File: config.mk
export PLATFORM = sky130hd
export DESIGN_NAME = atomic_rmw_unit
export DESIGN_NICKNAME = d
export VERILOG_FILES = /design/src/rtl/atomic_rmw_pkg.sv /design/src/rtl/rmw_decode.sv /design/src/rtl/rmw_alu.sv /design/src/rtl/rmw_ram.sv /design/src/rtl/atomic_rmw_unit.sv
export SDC_FILE = /design/constraint.sdc
export NUM_CORES = 2
export LEC_CHECK = 0
export BUFFER_PORTS_ARGS = -buffer_cell sky130_fd_sc_hd__buf_2
export CAP_MARGIN = 15
export CORE_UTILIZATION = 62
export CTS_BUF_LIST = sky130_fd_sc_hd__clkbuf_8 sky130_fd_sc_hd__clkbuf_16
export DETAILED_ROUTE_END_ITERATION = 10
export PLACE_DENSITY = 0.87
export SETUP_SLACK_MARGIN = 0.2
export SLEW_MARGIN = 20
export SYNTH_ARGS = -nofsm -noshare
export SYNTH_HDL_FRONTEND = slang
export SYNTH_SLANG_ARGS = --single-unit
File: constraint.sdc
create_clock -name clk -period 7.1 [get_ports clk]
set_input_delay 0.71 -clock clk [delete_from_list [all_inputs] [get_ports clk]]
set_output_delay 0.71 -clock clk [all_outputs]
set_load 0.01 [all_outputs]
File: src/rtl/atomic_rmw_pkg.sv
`timescale 1ns/1ps
package atomic_rmw_pkg;
  localparam int XLEN = 64;
  localparam int HALF = XLEN / 2;

  localparam logic [1:0] SZ_WORD  = 2'b00;
  localparam logic [1:0] SZ_DWORD = 2'b11;

  typedef enum logic [2:0] {
    K_ADD, K_OR, K_AND, K_XOR, K_XCHG, K_CMPX
  } rmw_kind_e;

  typedef enum logic [2:0] {
    S_IDLE, S_READ, S_MODIFY, S_WRITE, S_DONE
  } rmw_state_e;
endpackage

File: src/rtl/rmw_decode.sv
`timescale 1ns/1ps
module rmw_decode
  import atomic_rmw_pkg::*;
(
  input  logic [31:0] imm,
  input  logic [1:0]  size,
  output rmw_kind_e   kind,
  output logic        fetch,
  output logic        is_word,
  output logic        bad
);
  logic op_ok;

  always_comb begin
    kind  = K_ADD;
    op_ok = 1'b1;
    unique case (imm[7:1])
      7'h00:   kind = K_ADD;
      7'h20:   kind = K_OR;
      7'h28:   kind = K_AND;
      7'h50:   kind = K_XOR;
      7'h70: begin kind = K_XCHG; op_ok = imm[0]; end
      7'h78: begin kind = K_CMPX; op_ok = imm[0]; end
      default: op_ok = 1'b0;
    endcase
    if (imm[31:8] != 24'd0) op_ok = 1'b0;
  end

  assign fetch   = imm[0];
  assign is_word = (size == SZ_WORD);
  assign bad     = !op_ok || !((size == SZ_WORD) || (size == SZ_DWORD));
endmodule

File: src/rtl/rmw_alu.sv
`timescale 1ns/1ps
module rmw_alu
  import atomic_rmw_pkg::*;
(
  input  rmw_kind_e        kind,
  input  logic             is_word,
  input  logic             hi,
  input  logic [XLEN-1:0]  line,
  input  logic [XLEN-1:0]  src,
  input  logic [XLEN-1:0]  cmp,
  output logic [XLEN-1:0]  old,
  output logic [XLEN-1:0]  new_line,
  output logic             match
);
  logic [HALF-1:0] half;
  logic [XLEN-1:0] s_op, c_op, res;

  assign half = hi ? line[XLEN-1:HALF] : line[HALF-1:0];
  assign old  = is_word ? {{HALF{1'b0}}, half} : line;
  assign s_op = is_word ? {{HALF{1'b0}}, src[HALF-1:0]} : src;
  assign c_op = is_word ? {{HALF{1'b0}}, cmp[HALF-1:0]} : cmp;

  always_comb begin
    unique case (kind)
      K_ADD:   res = old + s_op;
      K_OR:    res = old | s_op;
      K_AND:   res = old & s_op;
      K_XOR:   res = old ^ s_op;
      K_XCHG,
      K_CMPX:  res = s_op;
      default: res = old;
    endcase
  end

  assign match = (old == c_op);

  always_comb begin
    if (!is_word)  new_line = res;
    else if (hi)   new_line = {res[HALF-1:0], line[HALF-1:0]};
    else           new_line = {line[XLEN-1:HALF], res[HALF-1:0]};
  end
endmodule

File: src/rtl/rmw_ram.sv
`timescale 1ns/1ps
module rmw_ram #(
  parameter int AW = 4,
  parameter int DW = 64,
  localparam int DEPTH = 1 << AW
) (
  input  logic          clk,
  input  logic          we,
  input  logic [AW-1:0] addr,
  input  logic [DW-1:0] wdata,
  output logic [DW-1:0] rdata
);
  logic [DW-1:0] mem [DEPTH];

  initial begin
    for (int i = 0; i < DEPTH; i++) mem[i] = '0;
  end

  always_ff @(posedge clk) begin
    if (we) mem[addr] <= wdata;
    rdata <= mem[addr];
  end
endmodule

File: src/rtl/atomic_rmw_unit.sv
`timescale 1ns/1ps
module atomic_rmw_unit
  import atomic_rmw_pkg::*;
#(
  parameter int ADDR_W = 4,
  localparam int AB = ADDR_W + 3
) (
  input  logic            clk,
  input  logic            rst,
  input  logic            start,
  input  logic [1:0]      size,
  input  logic [AB-1:0]   dst_addr,
  input  logic [15:0]     offset,
  input  logic [XLEN-1:0] src_val,
  input  logic [31:0]     op_imm,
  input  logic [XLEN-1:0] r0_val,
  output logic            lock,
  output logic            done,
  output logic            illegal,
  output logic            wb_valid,
  output logic            wb_to_r0,
  output logic [XLEN-1:0] wb_data
);
  rmw_state_e st;
  rmw_kind_e  dec_kind, kind_q;
  logic       dec_fetch, dec_word, dec_bad, misaligned;
  logic       fetch_q, word_q;
  logic [AB-1:0]   eff_addr, addr_q;
  logic [XLEN-1:0] src_q, r0_q, old_q, line_q;
  logic [XLEN-1:0] ram_rdata, alu_old, alu_line;
  logic            alu_match, ram_we;

  rmw_decode u_dec (
    .imm(op_imm), .size(size), .kind(dec_kind),
    .fetch(dec_fetch), .is_word(dec_word), .bad(dec_bad)
  );

  assign eff_addr   = dst_addr + AB'($signed(offset));
  assign misaligned = dec_word ? (eff_addr[1:0] != 2'b00) : (eff_addr[2:0] != 3'b000);

  rmw_ram #(.AW(ADDR_W), .DW(XLEN)) u_ram (
    .clk(clk), .we(ram_we), .addr(addr_q[AB-1:3]),
    .wdata(line_q), .rdata(ram_rdata)
  );

  rmw_alu u_alu (
    .kind(kind_q), .is_word(word_q), .hi(addr_q[2]), .line(ram_rdata),
    .src(src_q), .cmp(r0_q), .old(alu_old), .new_line(alu_line), .match(alu_match)
  );

  assign ram_we = (st == S_WRITE);
  assign lock   = (st == S_READ) || (st == S_MODIFY) || (st == S_WRITE);

  always_ff @(posedge clk) begin
    if (rst) begin
      st       <= S_IDLE;
      kind_q   <= K_ADD;
      fetch_q  <= 1'b0;
      word_q   <= 1'b0;
      addr_q   <= '0;
      src_q    <= '0;
      r0_q     <= '0;
      old_q    <= '0;
      line_q   <= '0;
      done     <= 1'b0;
      illegal  <= 1'b0;
      wb_valid <= 1'b0;
      wb_to_r0 <= 1'b0;
      wb_data  <= '0;
    end else begin
      unique case (st)
        S_IDLE: begin
          if (start) begin
            kind_q  <= dec_kind;
            fetch_q <= dec_fetch;
            word_q  <= dec_word;
            addr_q  <= eff_addr;
            src_q   <= src_val;
            r0_q    <= r0_val;
            if (dec_bad || misaligned) begin
              st      <= S_DONE;
              done    <= 1'b1;
              illegal <= 1'b1;
            end else begin
              st <= S_READ;
            end
          end
        end
        S_READ: st <= S_MODIFY;
        S_MODIFY: begin
          old_q  <= alu_old;
          line_q <= alu_line;
          if (kind_q == K_CMPX && !alu_match) begin
            st       <= S_DONE;
            done     <= 1'b1;
            wb_valid <= 1'b1;
            wb_to_r0 <= 1'b1;
            wb_data  <= alu_old;
          end else begin
            st <= S_WRITE;
          end
        end
        S_WRITE: begin
          st       <= S_DONE;
          done     <= 1'b1;
          wb_valid <= fetch_q;
          wb_to_r0 <= (kind_q == K_CMPX);
          wb_data  <= fetch_q ? old_q : '0;
        end
        S_DONE: begin
          st       <= S_IDLE;
          done     <= 1'b0;
          illegal  <= 1'b0;
          wb_valid <= 1'b0;
          wb_to_r0 <= 1'b0;
          wb_data  <= '0;
        end
        default: st <= S_IDLE;
      endcase
    end
  end
endmodule

==> impl_metrics.env <==
export IMPL_outcome="finished clean"
export IMPL_netlist_instances=4534
export IMPL_grt_busiest_layer="met2"
export IMPL_yosys_most_used_dff="edfxtp_1"
export IMPL_drt_pre_antenna_iters=11
export IMPL_antenna_found_initial=4
export IMPL_cts_setup_buffers=0
export IMPL_portBuffers=247
export IMPL_p_per_area_mw_per_mm2=283
export IMPL_crit_path_end_kind="register"
export IMPL_netlist_area_mm2=0.0625
export IMPL_ys_warn_count=0
export IMPL_cp_startpoint="addr_q[2]"
export IMPL_ys_seq_area_share_pct=62.0
export IMPL_cts_tree="done"
export IMPL_slew_viol_final=0
export IMPL_htreeDepth=4
export IMPL_criticalPathCategory="register to register"
export IMPL_die_y_um=320
export IMPL_vias=43500
export IMPL_synth_most_common_cell="edfxtp_1"
export IMPL_relSlewSlack_pct=20.9
export IMPL_synth_top_area_share_pct=49.2
export IMPL_holdCritPathClass="input pin to register"
export IMPL_synth_largest_area_cell="edfxtp_1"
export IMPL_clk_pin_slew_ns=0.06
export IMPL_p_total_mw=19.7
export IMPL_rows=116
export IMPL_drt_vias_per_instance=7.08
export IMPL_gp_congestion=1.03
export IMPL_synth_edf_count=1024
export IMPL_cp_required_ns=7.72
export IMPL_finalSetupTns_ns=0
export IMPL_cts_resized=0
export IMPL_critical_path_peak_fanout=34
export IMPL_layout_drive_gt1_share_pct=21.5
export IMPL_async_flop_share_pct=0
export IMPL_synth_net_count=4868
export IMPL_cp_start_kind="register"
export IMPL_synth_common_cells="1024 x edfxtp_1, 484 x nand2_1, 401 x dfxtp_1, 367 x a21oi_1, 321 x mux4_2"
export IMPL_grtUsageMet2_pct=61.2
export IMPL_grt_pass1_wl_um=296000
export IMPL_drc=0
export IMPL_grtUsageTotal_pct=40.6
export IMPL_slowest_delay_ns=1.01
export IMPL_syn2layout_area_growth_pct=11.6
export IMPL_start_util_pct=62.5
export IMPL_path_cells="buf_4 -> and2_2 -> mux2i_4 -> ha_1 -> nand2_1 -> o21ai_0 -> a2111oi_0 -> buf_4 -> a211oi_1 -> o21ai_0 -> o41ai_2 -> a21oi_1 -> xnor2_1 -> a21oi_1 -> nor3_1"
export IMPL_max_freq_ghz=0.163
export IMPL_grt_remaining_overflow=0
export IMPL_wirelength_um=207000
export IMPL_drtAntennaViolNets=0
export IMPL_period_minus_slack_ns=6.15
export IMPL_hold_start="src_val[5]"
export IMPL_period_share_pct=86.6
export IMPL_worstPathArrival_ns=6.76
export IMPL_ir_drop_mv=0.265
export IMPL_seq_area_mm2=0.0388
export IMPL_clock_sinks=1425
export IMPL_crit_path_top_delay_cell="o41ai_2"
export IMPL_ioPinCount=257
export IMPL_grt_use_met1_pct=52.2
export IMPL_tightest_slew_ns=1.18
export IMPL_yosysUniqueCellTypes=81
export IMPL_yosys_top_cells_area="edfxtp_1 49%, dfxtp_1 13%, mux4_2 12%"
export IMPL_r2r_start="addr_q[2]"
export IMPL_cts_buffers=136
export IMPL_grtUsageMet3_pct=10.9
export IMPL_grt_max_degree=164
export IMPL_maxCapViolations=0
export IMPL_skew_ns=0.0343
export IMPL_core_mm2=0.100
export IMPL_grt_setup_unrepaired="no"
export IMPL_whs_ns=0.173
export IMPL_finalHoldViolCount=0
export IMPL_cts_root_buf="clkbuf_16"
export IMPL_die_w_um=320
export IMPL_avgRoutedWirePerCell_um=33.7
export IMPL_clk_path_buf_depth=3
export IMPL_grt_pass1_vias=42000
export IMPL_clk_latency_ns=0.79
export IMPL_drt_iter0_markers=7173
export IMPL_die_area_mm2=0.102
export IMPL_fin_nets=5054
export IMPL_fillCellCount=6166
export IMPL_multi_input_area_mm2=0.0220
export IMPL_syn_area_per_cell_um2=13.8
export IMPL_setup_viol=0
export IMPL_p_leak_nw=24.2
export IMPL_synth_seq_cells=1425
export IMPL_dp_hpwl_um=124000
export IMPL_holdBufCountCts=0
==> state kept, by name, summed over array words and instances (netlist names) <==
signal	count
addr_q	5
illegal	1
wb_data	64
kind_q	3
r0_q	64
st	3
old_q	64
fetch_q	1
done	1
src_q	64
u_ram.mem	1024
line_q	64
wb_to_r0	1
wb_valid	1
word_q	1
u_ram.rdata	64
==> critical path: cells and delay by family, from the launching register on <==
family	cells	cell delay, ns
flops	1	0.37
mux	1	0.56
xor+xnor	1	0.18
fa+ha+maj	1	0.26
compound gates	7	3.16
buf+inv	2	0.59
simple gates	3	0.85
==> cell families (layout without fill, tap and decap cells) <==
group	Yosys count	in the layout	share of synthesized area, %
AND/OR/NAND/NOR	1009	1009	6.92
XOR/XNOR	120	120	1.68
other	0	3	0
multiplexers	402	402	13.0
adder cells (fa/ha/maj)	146	146	2.95
flip-flops	1425	1425	62.0
buffers and inverters	465	765	2.96
AO/OA/AOI/OAI	967	967	10.4
==> area by class of cell <==
cell class                      instances  area share [%]
Timing Repair Buffer                  354            3.03
Multi-Input combinational cell       2644            31.6
Sequential cell                      1425            55.6
Tap cell                             1298            2.33
Clock buffer                          153            5.36
Antenna cell                            3          0.0108
Clock inverter                         99            1.16
Inverter                              159           0.856
==> where the power goes <==
group          total [mW]  internal (mW)  switching (mW)  leakage [nW]
logic                2.93           1.11            1.82          9.16
clock network        7.51           4.20            3.31          2.35
registers            9.30           8.96           0.338          12.7
total                19.7           14.3            5.46          24.2
==> routing by layer <==
layer	wire, um	part of all wire [%]
met1	71500	35
met2	92700	45
met3	26400	13
met4	16400	7.9
met5	0	0
==> cell usage in the layout (no fill, tap or decap), types with 23 or more instances in the layout <==
cell       count
inv_1        186
mux2i_1       45
nand2b_1      49
a22oi_1       71
a311oi_1      24
xor2_1        23
edfxtp_1    1024
a211oi_1      81
clkbuf_16    145
a21o_1        41
o21ai_0      106
buf_4        101
mux2_2        25
a21oi_1      366
o22ai_1       47
clkinv_2      27
dfxtp_1      393
nand4_1       32
xnor2_1       97
nor3_1        38
ha_1         144
nand2_1      483
mux4_2       321
buf_2        247
nor2_1       273
a211oi_2      60
nor2b_1       37
==> metrics by stage <==
stage,setup WS [ns],instance area (um2),util [%],cells
final,0.951,69700,69.7,6135
after global routing,0.960,69700,69.7,6132
after CTS,1.42,69700,69.7,6129
after detailed placement,1.55,65200,65.2,5877
after global placement,1.61,65200,65.2,5877
after floorplan,0.737,62500,-,4534
==> path summary, 6_finish.rpt <==
kind | slack, ns | to | cells past startpoint
setup / recovery | 0.95 | line_q[57] | 15
hold reg to reg | 0.45 | old_q[59] | 2
setup reg to reg | 0.95 | line_q[57] | 15
hold / removal | 0.17 | src_q[5] | 3
(Power assumes the default switching activity.)
